[src/rtl/uirq_pkg.sv]
package uirq_pkg;
  localparam int STAT_W = 11;
  localparam int NGRP   = 5;
  localparam int ADDR_W = 3;

  // status bit positions
  localparam int B_RING = 0;
  localparam int B_CTS  = 1;
  localparam int B_DCD  = 2;
  localparam int B_DSR  = 3;
  localparam int B_RX   = 4;
  localparam int B_TX   = 5;
  localparam int B_RT   = 6;
  localparam int B_FE   = 7;
  localparam int B_PE   = 8;
  localparam int B_BE   = 9;
  localparam int B_OE   = 10;

  // group index order of the separate outputs
  localparam int G_RX  = 0;
  localparam int G_TX  = 1;
  localparam int G_RT  = 2;
  localparam int G_MS  = 3;
  localparam int G_ERR = 4;

  typedef enum logic [ADDR_W-1:0] {
    A_TXDATA = 3'd0,
    A_ENABLE = 3'd1,
    A_RAW    = 3'd2,
    A_MASKED = 3'd3,
    A_CLEAR  = 3'd4
  } reg_addr_e;

  typedef logic [STAT_W-1:0] stat_t;

  // bits belonging to one output group
  function automatic stat_t grp_mask(input int g);
    stat_t m;
    m = '0;
    case (g)
      G_RX:    m[B_RX] = 1'b1;
      G_TX:    m[B_TX] = 1'b1;
      G_RT:    m[B_RT] = 1'b1;
      G_MS:    for (int b = B_RING; b <= B_DSR; b++) m[b] = 1'b1;
      G_ERR:   for (int b = B_FE; b <= B_OE; b++) m[b] = 1'b1;
      default: m = '0;
    endcase
    return m;
  endfunction

  // union of all groups, the combined line's coverage
  function automatic stat_t all_groups();
    stat_t m;
    m = '0;
    for (int g = 0; g < NGRP; g++) m = m | grp_mask(g);
    return m;
  endfunction

  // next raw status: clear first, then sets win
  function automatic stat_t raw_next(input stat_t raw, input stat_t clr, input stat_t set);
    return (raw & ~clr) | set;
  endfunction
endpackage

[src/rtl/uirq_regs.sv]
module uirq_regs
  import uirq_pkg::*;
#(
  parameter int DATA_W = 32
) (
  input  logic              clk,
  input  logic              rst_n,
  input  logic              bus_wr,
  input  logic [ADDR_W-1:0] bus_addr,
  input  logic [DATA_W-1:0] bus_wdata,
  input  stat_t             evt_set,
  output logic [DATA_W-1:0] bus_rdata,
  output stat_t             raw_q,
  output stat_t             mask_q,
  output stat_t             raw_d,
  output stat_t             mask_d
);
  localparam int PAD_W = DATA_W - STAT_W;

  // named decode events
  logic  wr_enable, wr_clear, wr_txdata;
  stat_t clr_vec, set_vec, wdata_s;

  assign wdata_s   = bus_wdata[STAT_W-1:0];
  assign wr_enable = bus_wr && (bus_addr == A_ENABLE);
  assign wr_clear  = bus_wr && (bus_addr == A_CLEAR);
  assign wr_txdata = bus_wr && (bus_addr == A_TXDATA);

  always_comb begin
    set_vec = evt_set;
    if (wr_txdata) set_vec[B_TX] = 1'b1;
    clr_vec = wr_clear ? wdata_s : '0;
  end

  assign raw_d  = raw_next(raw_q, clr_vec, set_vec);
  assign mask_d = wr_enable ? wdata_s : mask_q;

  always_ff @(posedge clk) begin
    if (!rst_n) begin
      raw_q  <= '0;
      mask_q <= '0;
    end else begin
      raw_q  <= raw_d;
      mask_q <= mask_d;
    end
  end

  always_comb begin
    case (bus_addr)
      A_ENABLE: bus_rdata = {{PAD_W{1'b0}}, mask_q};
      A_RAW:    bus_rdata = {{PAD_W{1'b0}}, raw_q};
      A_MASKED: bus_rdata = {{PAD_W{1'b0}}, raw_q & mask_q};
      default:  bus_rdata = '0;
    endcase
  end

  // a set pulse is visible in the raw status after the edge
  p_set_sticks_r6: assert property (@(posedge clk) disable iff (!rst_n)
    (set_vec != '0) |=> ((raw_q & $past(set_vec)) == $past(set_vec)));

  // cleared bits without a concurrent set are zero afterwards
  p_clear_w1c_r5: assert property (@(posedge clk) disable iff (!rst_n)
    wr_clear |=> ((raw_q & $past(wdata_s) & ~$past(set_vec)) == '0));

  // writes to read-only views touch no state
  p_ro_ignored_r4: assert property (@(posedge clk) disable iff (!rst_n)
    (bus_wr && (bus_addr == A_RAW || bus_addr == A_MASKED) && evt_set == '0)
      |=> ($stable(raw_q) && $stable(mask_q)));

  // data write raises the transmit bit
  p_tx_on_write_r7: assert property (@(posedge clk) disable iff (!rst_n)
    wr_txdata |=> raw_q[B_TX]);
endmodule

[src/rtl/uirq_route.sv]
module uirq_route
  import uirq_pkg::*;
(
  input  logic            clk,
  input  logic            rst_n,
  input  stat_t           raw_d,
  input  stat_t           mask_d,
  output logic [NGRP-1:0] grp_irq,
  output logic            comb_irq
);
  localparam stat_t ALL_M = all_groups();

  stat_t masked_d;
  assign masked_d = raw_d & mask_d;

  for (genvar g = 0; g < NGRP; g++) begin : g_line
    localparam stat_t GM = grp_mask(g);
    always_ff @(posedge clk) begin
      if (!rst_n) grp_irq[g] <= 1'b0;
      else        grp_irq[g] <= |(masked_d & GM);
    end
  end

  always_ff @(posedge clk) begin
    if (!rst_n) comb_irq <= 1'b0;
    else        comb_irq <= |(masked_d & ALL_M);
  end

  // the combined line agrees with the separate lines
  p_comb_matches_r9: assert property (@(posedge clk) disable iff (!rst_n)
    comb_irq == (|grp_irq));
endmodule

[src/rtl/uirq_ctrl.sv]
module uirq_ctrl
  import uirq_pkg::*;
(
  input  logic        clk,
  input  logic        rst_n,
  input  logic        bus_wr,
  input  logic [2:0]  bus_addr,
  input  logic [31:0] bus_wdata,
  output logic [31:0] bus_rdata,
  input  logic [10:0] evt_set,
  output logic        irq_all,
  output logic        irq_rx,
  output logic        irq_tx,
  output logic        irq_rt,
  output logic        irq_ms,
  output logic        irq_err
);
  stat_t           raw_q, mask_q, raw_d, mask_d;
  logic [NGRP-1:0] grp_irq;

  uirq_regs #(.DATA_W(32)) u_regs (
    .clk       (clk),
    .rst_n     (rst_n),
    .bus_wr    (bus_wr),
    .bus_addr  (bus_addr),
    .bus_wdata (bus_wdata),
    .evt_set   (evt_set),
    .bus_rdata (bus_rdata),
    .raw_q     (raw_q),
    .mask_q    (mask_q),
    .raw_d     (raw_d),
    .mask_d    (mask_d)
  );

  uirq_route u_route (
    .clk      (clk),
    .rst_n    (rst_n),
    .raw_d    (raw_d),
    .mask_d   (mask_d),
    .grp_irq  (grp_irq),
    .comb_irq (irq_all)
  );

  assign irq_rx  = grp_irq[G_RX];
  assign irq_tx  = grp_irq[G_TX];
  assign irq_rt  = grp_irq[G_RT];
  assign irq_ms  = grp_irq[G_MS];
  assign irq_err = grp_irq[G_ERR];

  // every line tracks its group of the stored masked status
  p_lines_follow_r8: assert property (@(posedge clk) disable iff (!rst_n)
    (irq_rx  == |(raw_q & mask_q & grp_mask(G_RX)))  &&
    (irq_tx  == |(raw_q & mask_q & grp_mask(G_TX)))  &&
    (irq_rt  == |(raw_q & mask_q & grp_mask(G_RT)))  &&
    (irq_ms  == |(raw_q & mask_q & grp_mask(G_MS)))  &&
    (irq_err == |(raw_q & mask_q & grp_mask(G_ERR))));
endmodule

[config.mk]
export PLATFORM = sky130hd
export DESIGN_NAME = uirq_ctrl
export DESIGN_NICKNAME = d
export VERILOG_FILES = /design/src/rtl/uirq_pkg.sv /design/src/rtl/uirq_regs.sv /design/src/rtl/uirq_route.sv /design/src/rtl/uirq_ctrl.sv
export SDC_FILE = /design/constraint.sdc
export NUM_CORES = 1
export LEC_CHECK = 0
export ABC_CLOCK_PERIOD_IN_PS = 1900
export BUFFER_PORTS_ARGS = -buffer_cell sky130_fd_sc_hd__buf_2
export CORE_MARGIN = 2
export CORE_UTILIZATION = 39
export DETAILED_ROUTE_END_ITERATION = 6
export PLACE_DENSITY = 0.76
export SYNTH_ARGS = -nofsm -noshare
export SYNTH_HDL_FRONTEND = slang
export SYNTH_SLANG_ARGS = --single-unit
[constraint.sdc]
create_clock -name clk -period 1.9 [get_ports clk]
set_clock_uncertainty 0.2 [all_clocks]
set_input_delay 0.285 -clock clk [delete_from_list [all_inputs] [get_ports clk]]
set_output_delay 0.285 -clock clk [all_outputs]
set_load 0.1 [all_outputs]
==> impl_summary.txt <==
----------------------------------------------------
[Die]
  Core area ... between 3000 and 4000 µm²
  # rows ... 22
  Ports ... 87
  Die Y-Extent ... around 66 µm
  Die extent in x ... 65.50 µm
  Starting utilization of the core area ... 40.29%
  Area of the die ... between 4000 and 5000 µm²

[Synth]
  Synthesized area ... 1475 µm²
  Area fraction in compound gates after synthesis ... 18.07%
  Distinct cell type count of the synthesized netlist ... 30
  Cell accounting for the most synthesized area ... sky130_fd_sc_hd__dfxtp_1
  Simple-Gate Fraction of Synth Area ... 16.96%
  Yosys warning count ... 0
  Xor and xnor fraction of the mapped netlist area ... 0%
  Number of synthesized register bits ... 28
  Mean area per synthesized cell ... 8.833 µm²
  Fraction of the mapped netlist area in adder cells ... 0%
  Largest family of logic cells by synthesized area ... buffers and inverters
  Main area contributors after synthesis ... sky130_fd_sc_hd__dfxtp_1 (38%), sky130_fd_sc_hd__buf_4 (11%), sky130_fd_sc_hd__nor2b_1 (7.6%), sky130_fd_sc_hd__inv_1 (6.6%), sky130_fd_sc_hd__a221oi_1 (6.5%)
  Portion of synthesized cell area occupied by the leading cell type ... 38.00%
  Number of instances in the synthesized netlist ... 167
  Sequential-to-total area share from yosys stat ... 38.00%
  Multiplexer share of the synthesized area ... under 10%

[Global route]
  Largest net degree at the start of global routing ... 26
  Antenna violations before repair ... 0
  Vias in the first global route ... ~1300
  Total global routing overflow ... 0
  Overall routing resource usage ... approximately 18%
  First-pass GRT wire length ... 5727 µm

[Final layout]
  Layout Area Growth over Synthesis ... 64.72%
  Layout filler cell count ... 268
  Share of cells above drive strength 1 ... 42.50%
  Design Area, Final ... 2430 µm²
  Final standard cell utilization of the core ... between 60% and 70%
  Total area of multi-input combinational cells ... 950.9 µm²
  Register cell area after layout ... 560.5 µm²
  Post-layout net count ... 291
  Diode count ... 0

[Placement]
  RD Place Congestion ... ~0.75
  Placement Cell Area ... 2185 µm²
  Number of buffer cells added on primary ports ... 44
  Placed wire-length estimate after detailed placement ... 2688 µm

[Setup path]
  CP max FO ... 5
  Setup crit start kind ... input port
  Setup CP Type ... in -> reg
  CP Data Arrival Time ... 1.85 ns
  Cell Chain, Critical Path ... buf_2, buf_4, nand4bb_1, a211oi_2, o22ai_1, o41ai_2, buf_4, nand3_1
  Required time of the worst setup path ... ~1.9 ns
  Nature of the critical path endpoint ... register
  Cell type with the highest occurrence count on the critical path ... sky130_fd_sc_hd__buf_4
  Slowest Stage Delay on Critical Path ... roughly 0.35 ns
  Cell with the largest stage delay on the worst path ... sky130_fd_sc_hd__o41ai_2

[Clock tree]
  CTS clock-pin slew for the worst setup and hold paths ... ~0.090 ns
  Root buf cell ... sky130_fd_sc_hd__clkbuf_8
  Worst-case clock buffer depth ... 2
  Clock latency reported for the late side of the worst-skew pair ... 0.27 ns
  Clock tree from TritonCTS ... built
  CTS Hold Bufs ... 0
  H-tree levels ... 1
  Number of buffers created by CTS ... 3
  Num Clock Sinks ... 28

[Power]
  Leakage power of the design ... about 1.1 nW
  Maximum vdd drop ... 314.8 µV
  Pwr Density ... 661.4 nW/µm²
  Power after layout ... around 1.6 mW

[Outcome]
  Result of the run ... finished clean

[Drt]
  TritonRoute pass-1 iters ... 4
  DR WL/cell ... approximately 13 µm
  Via count of the routed design ... 1347
  Detailed-route vias per instance ... 4.677
  Post-detailed-route count of antenna-violating nets ... 0
  Routed wire length ... 3845 µm
  First DRT Iteration DRCs ... 32
  Count of unresolved DRC violations after routing ... 0

[STA]
  FMAX ... 529.2 MHz
  Post-route worst hold slack ... 0.05761 ns
  Max-slew violation count ... 0
  Final setup TNS ... 0 ns
  Final Critical Period ... 1.890 ns
  Setup violators final ... 0
  Number of hold violations in the final report ... 0
  Share of the clock period used by the worst path after layout ... 99.45%

[Run]
  Maxcap violations ... 0

[Hold path]
  Class of the worst hold path ... in -> reg

----------------------------------------------------
-- routing by layer --
metal | vias to the layer above | global-route usage (%) | part of all wire, %
met5 | - | 0 | 0
met4 | 0 | 6.771 | 1.8
met3 | 8 | 2.740 | 4.4
met2 | 40 | 32.40 | 54
met1 | 629 | 20.55 | 40
li1 | 670 | - | -
-- sequential cells by signal, summed over array words and instances (netlist names) --
| name | cells |
|---|---|
| u_regs.mask_q | 11 |
| u_regs.raw_q | 11 |
| u_route.grp_irq | 5 |
| u_route.comb_irq | 1 |
-- synth_stat cells, drive strengths merged --
master and n:
and4bb 2, nand4bb 2, clkbuf 5, a21boi 2
o22a 1, and2b 3, a211oi 1, inv 26
conb 1, buf 23, nor2 3, nor4b 1
o21bai 1, mux2i 9, a21o 2, a221oi 11
o22ai 8, mux2 1, o41ai 1, o21a 1
o21ba 1, nand3 1, nor2b 18, dfxtp 28
o21ai 2, nand2 2, a21oi 6, nand2b 5
-- placed cells by master, fill, tap and decap left out, drive strengths merged, types with 3 or more instances in the layout --
master and n:
buf 78, dfxtp 28, inv 26, conb 21
nor2b 18, a221oi 11, mux2i 9, o22ai 8
a21oi 6, nand2b 5, and2b 3, nor2 3
clkbuf 3
-- where the power goes --
group	switching [mW]	leakage [nW]	internal, mW
Combinational	0.467	0.839	0.200
Sequential	0.0114	0.230	0.615
Clock	0.171	0.0216	0.142
Total	0.650	1.09	0.957
-- layout make-up --
| cell class | count | area share [%] |
|---|---|---|
| multi-input combinational | 105 | 39.13 |
| inverter | 26 | 4.016 |
| timing repair buffer | 78 | 29.61 |
| sequential | 28 | 23.07 |
| clock buffer | 3 | 1.699 |
| tap | 48 | 2.472 |
-- logic make-up after synthesis --
kind of cell,count (synthesis)
buffers and inverters,54
muxes,10
and+or+nand+nor,37
other,1
AOI/OAI and AO/OA,37
DFF,28
-- stage by stage --
stage               worst slack (ns)  instances
floorplan                   -0.08055        187
detailed placement           -0.3264        275
global route                -0.01187        288
finish                       0.01049        288
global placement             -0.3058        275
CTS                         0.001199        281
-- critical path, delay by kind of cell --
family	cells	cell delay (ns)
buffers and inverters	3	0.43
AOI/OAI and AO/OA	3	0.85
and+or+nand+nor	2	0.29
-- path summary, 6_finish.rpt --
kind,slack (ns),depth (start not counted),startpoint,to
max,0.01,8,bus_addr[0],u_route.comb_irq
min,0.06,3,evt_set[3],u_regs.raw_q[3]
max reg2reg,0.25,5,u_regs.raw_q[5],u_route.comb_irq
min reg2reg,0.41,2,u_regs.raw_q[10],u_regs.raw_q[10]
-- what timing repair did --
item,in CTS,in global routing
endpoints found under the setup margin,12,12
resized for setup,6,10
pin swaps,2,2
buffers inserted,3,7
No activity file was read; power rests on OpenSTA's default activity.
